**config.mk**
```make
export PLATFORM = sky130hd
export DESIGN_NAME = pal_macrocell
export DESIGN_NICKNAME = d
export VERILOG_FILES = /design/src/rtl/mc_pkg.sv /design/src/rtl/mc_mode_decode.sv /design/src/rtl/mc_term_sum.sv /design/src/rtl/mc_fb_select.sv /design/src/rtl/pal_macrocell.sv
export SDC_FILE = /design/constraint.sdc
export NUM_CORES = 1
export LEC_CHECK = 0
export ABC_AREA = 1
export CAP_MARGIN = 15
export CELL_PAD_IN_SITES_DETAIL_PLACEMENT = 1
export CELL_PAD_IN_SITES_GLOBAL_PLACEMENT = 1
export CORE_MARGIN = 2
export CORE_UTILIZATION = 13
export DETAILED_ROUTE_END_ITERATION = 10
export PLACE_DENSITY = 0.79
export SLEW_MARGIN = 20
export SYNTH_ARGS = -nofsm -noshare
export SYNTH_HDL_FRONTEND = slang
export SYNTH_SLANG_ARGS = --single-unit
```
**constraint.sdc**
```tcl
create_clock -name clk -period 1.2 [get_ports clk]
set_input_delay 0.24 -clock clk [delete_from_list [all_inputs] [get_ports clk]]
set_output_delay 0.24 -clock clk [all_outputs]
set_load 0.02 [all_outputs]
```
**src/rtl/mc_pkg.sv**
```systemverilog
package mc_pkg;

    typedef enum logic [2:0] {
        MODE_REG  = 3'd0,
        MODE_CIO  = 3'd1,
        MODE_COUT = 3'd2,
        MODE_DIN  = 3'd3,
        MODE_OFF  = 3'd4
    } mc_mode_e;

    typedef enum logic [1:0] {
        FB_REG = 2'd0,
        FB_OWN = 2'd1,
        FB_ADJ = 2'd2
    } fb_src_e;

    typedef struct packed {
        logic q;
    } mc_state_t;

endpackage

```
**src/rtl/mc_mode_decode.sv**
```systemverilog
module mc_mode_decode
    import mc_pkg::*;
#(
    parameter bit EDGE_CELL = 1'b0
) (
    input  logic     g0,
    input  logic     g1,
    input  logic     l0,
    output mc_mode_e mode,
    output fb_src_e  fb_src
);
    logic steer;

    always_comb begin
        unique case ({g0, g1, l0})
            3'b010:  mode = MODE_REG;
            3'b011:  mode = MODE_CIO;
            3'b111:  mode = MODE_CIO;
            3'b100:  mode = MODE_COUT;
            3'b101:  mode = MODE_DIN;
            default: mode = MODE_OFF;
        endcase
    end

    // End cells steer the feedback selector with the other global bit.
    generate
        if (EDGE_CELL) begin : g_edge
            assign steer = g0;
        end else begin : g_inner
            assign steer = g1;
        end
    endgenerate

    always_comb begin
        if (mode == MODE_OFF)      fb_src = FB_OWN;
        else if (!steer)           fb_src = FB_ADJ;
        else if (l0)               fb_src = FB_OWN;
        else                       fb_src = FB_REG;
    end
endmodule

```
**src/rtl/mc_term_sum.sv**
```systemverilog
module mc_term_sum #(
    parameter int NUM_TERMS = 8
) (
    input  logic [NUM_TERMS-1:0] pterm,
    input  logic                 skip_first,
    output logic                 sum
);
    logic [NUM_TERMS-1:0] masked;

    generate
        for (genvar i = 0; i < NUM_TERMS; i++) begin : g_term
            if (i == 0) begin : g_first
                assign masked[i] = pterm[i] & ~skip_first;
            end else begin : g_rest
                assign masked[i] = pterm[i];
            end
        end
    endgenerate

    assign sum = |masked;
endmodule

```
**src/rtl/mc_fb_select.sv**
```systemverilog
module mc_fb_select
    import mc_pkg::*;
(
    input  fb_src_e fb_src,
    input  logic    reg_q,
    input  logic    own_pin,
    input  logic    adj_pin,
    output logic    fb
);
    always_comb begin
        unique case (fb_src)
            FB_REG:  fb = reg_q;
            FB_ADJ:  fb = adj_pin;
            default: fb = own_pin;
        endcase
    end
endmodule

```
**src/rtl/pal_macrocell.sv**
```systemverilog
module pal_macrocell
    import mc_pkg::*;
#(
    parameter int NUM_TERMS = 8,
    parameter bit EDGE_CELL = 1'b0
) (
    input  logic                 clk,
    input  logic                 rst,
    input  logic                 cfg_g0,
    input  logic                 cfg_g1,
    input  logic                 cfg_l0,
    input  logic                 cfg_l1,
    input  logic [NUM_TERMS-1:0] pterm,
    input  logic                 ext_oe,
    input  logic                 own_pin,
    input  logic                 adj_pin,
    output logic                 pad_out,
    output logic                 pad_oe,
    output logic                 fb_out
);
    mc_mode_e  mode;
    fb_src_e   fb_src;
    mc_state_t state_d, state_q;
    logic      sum_all, sum_io, data;

    mc_mode_decode #(.EDGE_CELL(EDGE_CELL)) u_dec (
        .g0(cfg_g0), .g1(cfg_g1), .l0(cfg_l0),
        .mode(mode), .fb_src(fb_src)
    );

    mc_term_sum #(.NUM_TERMS(NUM_TERMS)) u_sum_all (
        .pterm(pterm), .skip_first(1'b0), .sum(sum_all)
    );

    mc_term_sum #(.NUM_TERMS(NUM_TERMS)) u_sum_io (
        .pterm(pterm), .skip_first(1'b1), .sum(sum_io)
    );

    mc_fb_select u_fb (
        .fb_src(fb_src), .reg_q(state_q.q),
        .own_pin(own_pin), .adj_pin(adj_pin), .fb(fb_out)
    );

    always_comb begin
        state_d   = state_q;
        state_d.q = rst ? 1'b0 : sum_all;

        data   = 1'b0;
        pad_oe = 1'b0;
        unique case (mode)
            MODE_REG: begin
                data   = state_q.q;
                pad_oe = ext_oe;
            end
            MODE_CIO: begin
                data   = sum_io;
                pad_oe = pterm[0];
            end
            MODE_COUT: begin
                data   = sum_all;
                pad_oe = 1'b1;
            end
            default: begin
                data   = 1'b0;
                pad_oe = 1'b0;
            end
        endcase

        if (mode == MODE_DIN || mode == MODE_OFF) pad_out = 1'b0;
        else                                      pad_out = cfg_l1 ? data : ~data;
    end

    always_ff @(posedge clk) begin
        state_q <= state_d;
    end
endmodule

```
# Word-level counts from Yosys, hierarchy flattened
# Index checks and enable logic that the tools add are counted.
dict set report totals {
  regBits 1
  inputBits 17
  output_inout_bits 3
  wordCells 27
}
dict set report op_classes {
  n_eq_ne 10
  muxes 9
  bitwise 1
  reduce_logical 6
}
# cell n
set ops {}
lappend ops {{$eq 3x2->1 const B} 4}
lappend ops {{$eq 3x3->1 const B} 4}
lappend ops {{$pmux 3 s4} 1}
lappend ops {{$reduce_or 8->1} 1}
lappend ops {{$reduce_or 7->1} 1}
lappend ops {{$pmux 1 s3} 2}
lappend ops {{$mux 2} 2}
lappend ops {{$eq 3x1->1 const B} 1}
lappend ops {{$logic_not 3->1} 1}
lappend ops {{$mux 1} 3}
lappend ops {{$eq 2x2->1 const B} 1}
lappend ops {{$logic_not 2->1} 1}
lappend ops {{$pmux 1 s2} 1}
lappend ops {{$reduce_or 2->1} 1}
lappend ops {{$logic_or 1x1->1} 1}
lappend ops {{$not 1->1} 1}

# Logic depth before layout (Yosys ltp)
dict set report logic_depth {
  depth_word 8
  depth_mapped 8
}

# Cells and area by module
# Synthesis repeated with hierarchy kept, for this count alone.
dict set report unflattened {
  cells_unflattened 65
  area_unflattened_um2 312.8
}
# module instances cells_per_inst area_per_inst_um2 seq_area_each_um2
set modules_own_cells {}
lappend modules_own_cells {pal_macrocell 1 30 158.9 20.0}
lappend modules_own_cells {mc_term_sum 2 8 36.3 0.0}
lappend modules_own_cells {mc_mode_decode 1 13 56.3 0.0}
lappend modules_own_cells {mc_fb_select 1 6 25.0 0.0}

# Worst setup path before layout
# Ideal clock, no wire load.
dict set report synth_timing {
  kind {input-to-output}
  start {input port pterm[3]}
  end {output port pad_out}
  t_arrival_ps 975
  path_slack_ps -15
  cell_stages 7
  n_path_buf 0
  path_cell_list {nor2_1 -> nand2_1 -> nor2_1 -> nand2_1 -> nand2_2 -> a21oi_1 -> nor2_1}
}
dict set report synth_via {
  elab_chain_cells 5
}
# item line_no
set synth_lines {}
lappend synth_lines {{start, declared} pal_macrocell.sv:13} ;# input logic [NUM_TERMS-1:0] pterm,
lappend synth_lines {{$reduce_or 8->1 or $reduce_or 7->1 (tied branches)} mc_term_sum.sv:20} ;# assign sum = |masked;
lappend synth_lines {{$pmux 1 s3 *} pal_macrocell.sv:50} ;# unique case (mode)
lappend synth_lines {{$not 1->1} pal_macrocell.sv:70} ;# else pad_out = cfg_l1 ? data : ~data;
lappend synth_lines {{$mux 1 *} pal_macrocell.sv:70}
lappend synth_lines {{$mux 1 *} pal_macrocell.sv:69} ;# if (mode == MODE_DIN || mode == MODE_OFF) pad_out = 1'b0;
lappend synth_lines {{end, declared} pal_macrocell.sv:17} ;# output logic pad_out,
# Mark *: on every way between the ends. The rest lies on a longest branch, timed or not.

# Worst setup path after layout
# Same ends and word-level chain as after synthesis.

==> out/metrics.cfg <==
[final_layout]
syn_to_final_growth_pct=201
fillers=132
drive_gt1_frac=0.683
nets=79
final_cell_count_no_fill=74
mostFrequentLayoutCell=buf_4
top_register=state_q
final_area_um2=509
largestRegisters=state_q x1
utilization=0.440
layout_common_cells=buf_4, buf_6, nand2_1, nand2_2, dlygate4sd2_1
n_antenna_cell=0
largest_reg_flops=1

[yosys]
yosysTopAreaCell=nand2_1
synth-seq-cells=1
avgSynthCellArea_um2=5.45
netlist_area_um2=169
synth_warnings=0
yosysSeqAreaShare=0.119
synth_cells=31
synth_area_leaders=nand2_1, o211ai_1, dfxtp_1
synth_top_area_frac=0.200
yosysUniqueCellTypes=12
synth_nets=48

[placement]
numPortBuffers=19
place_inst=68
gp_congestion=0.737
dp_hpwl_um=588
place_area_um2=409

[power]
ir_drop_mv=0.179
comb_power_share=0.813
power_density_mw_per_mm2=384
power.switching_mw=0.0685
p_leak_nw=0.242
p_sw_frac=0.350
seqPwrFrac=0.187
intPower_mw=0.127
clkPwrFrac=0
total_power_mw=0.196

[grt]
grt_max_degree=6
grt_pass1_wl_mm=1.32
grtUsageTotal=0.119
antenna_found_initial=0
first_global_vias=347
grt_remaining_overflow=0

[setup_path]
critPathMaxFanout=2
critPathRequiredTime_ns=0.96
max_stage_delay_ns=0.12
end_kind=output pin
critPathKind=input port to output pin
path_common_cell=nand2_2
critPathTopFamily=simple AND/OR/NAND/NOR gates
startpoint_type=input port
cp.arrival_ns=1.03
crit_chain=buf_6 > nor2_4 > nand2_2 > nor2_2 > nand2_1 > nand2_2 > nand3_2 > nand2_2 > nor2_2 > buf_6
path_buf_inv=2
slowest_stage=buf_6

[flow_run]
max-cap-violations=0

[drt]
first_pass_iters=3
ant_nets=0
remaining_drc_errors=0
dr_total_vias=328
vias_per_cell=4.43
totalWireLength_um=733
drtIter0Drc=1
wire_per_inst_um=9.91

[timing]
slew_violations=0
hold_viol_final=0
worst_pin_slew_ns=0.188
setup_violations=3
setup_ws_ns=-0.0730
rsz0062_at_grt=yes
fmax_mhz=786
slew_headroom=0.874
period_needed_ns=1.27
final.period_utilization=1.06
whs_ns=0.744

[floorplan]
coreArea_mm2=0.00116
start_util=0.146
io_pins=20
die_h_um=40.0
fp.dieW_um=40.0
dieArea_mm2=0.00160
fp-row-count=12

[status]
violations=setup timing
outcome=finished with violations

[clock_network]
clk_pin_slew_worst_paths_ns=0

[min_path]
min_path_type=input port to register

area by class of cell:
cell class              count  area [um^2]  area share
inverters                   4         22.5      0.0442
multi-input cells          26          178       0.349
flip-flops and latches      1         20.0      0.0393
well taps                  14         17.5      0.0344
repair buffers             29          272       0.533
power by group through the flow:
stage	sequential [mW]	clock (mW)	combinational (mW)
global placement	0.0366	0	0.135
finish	0.0366	0	0.159
floorplan	0.0364	0	0.0474
global route	0.0367	0	0.173
CTS	0.0368	0	0.147
detailed placement	0.0368	0	0.138
layer usage:
metal  GRT usage  vias to the layer above  wire, um
li1            -                      163         -
met1       0.124                      154       231
met2       0.258                       11       451
met3      0.0111                        0        50
met4           0                        0         0
met5           0                        -         0
cell usage after synthesis:
library cell / count
nor3_2: 1
inv_2: 1
nand2_2: 2
a21oi_1: 2
o211ai_1: 3
nor2_1: 5
dfxtp_1: 1
nand3_1: 2
nand4_1: 1
nand3_2: 1
inv_1: 3
nand2_1: 9
tightest hold or removal path, cell delays in order:
cell and delay, ns:
dlygate4sd2_1 0.24, inv_1 0.07, buf_4 0.10, a21oi_2 0.04
worst paths after layout:
check  cells after the start      end      from  slack [ns]
min                        4  state_q  pterm[0]        0.74
max                       10  pad_out  pterm[3]       -0.07
timing repair:
action                     CTS  global route
hold buffers                 0             0
resized for setup           74            10
pin swaps                   16             9
hold endpoints to repair     0             0
setup buffers                7             0
setup endpoints to repair    3             4
stage by stage:
step                TNS [ns]  setup WS, ns
finish                -0.177       -0.0730
floorplan                  0        0.0558
CTS                   -0.268       -0.0991
detailed placement     -2.79        -0.994
global placement       -2.76        -0.987
global route          -0.386        -0.187
cell families after synthesis:
group	count (synthesis)	synth area share
flops	1	0.119
buf+inv	4	0.0889
simple gates	21	0.600
compound gates	5	0.193
(Power assumes the default switching activity.)
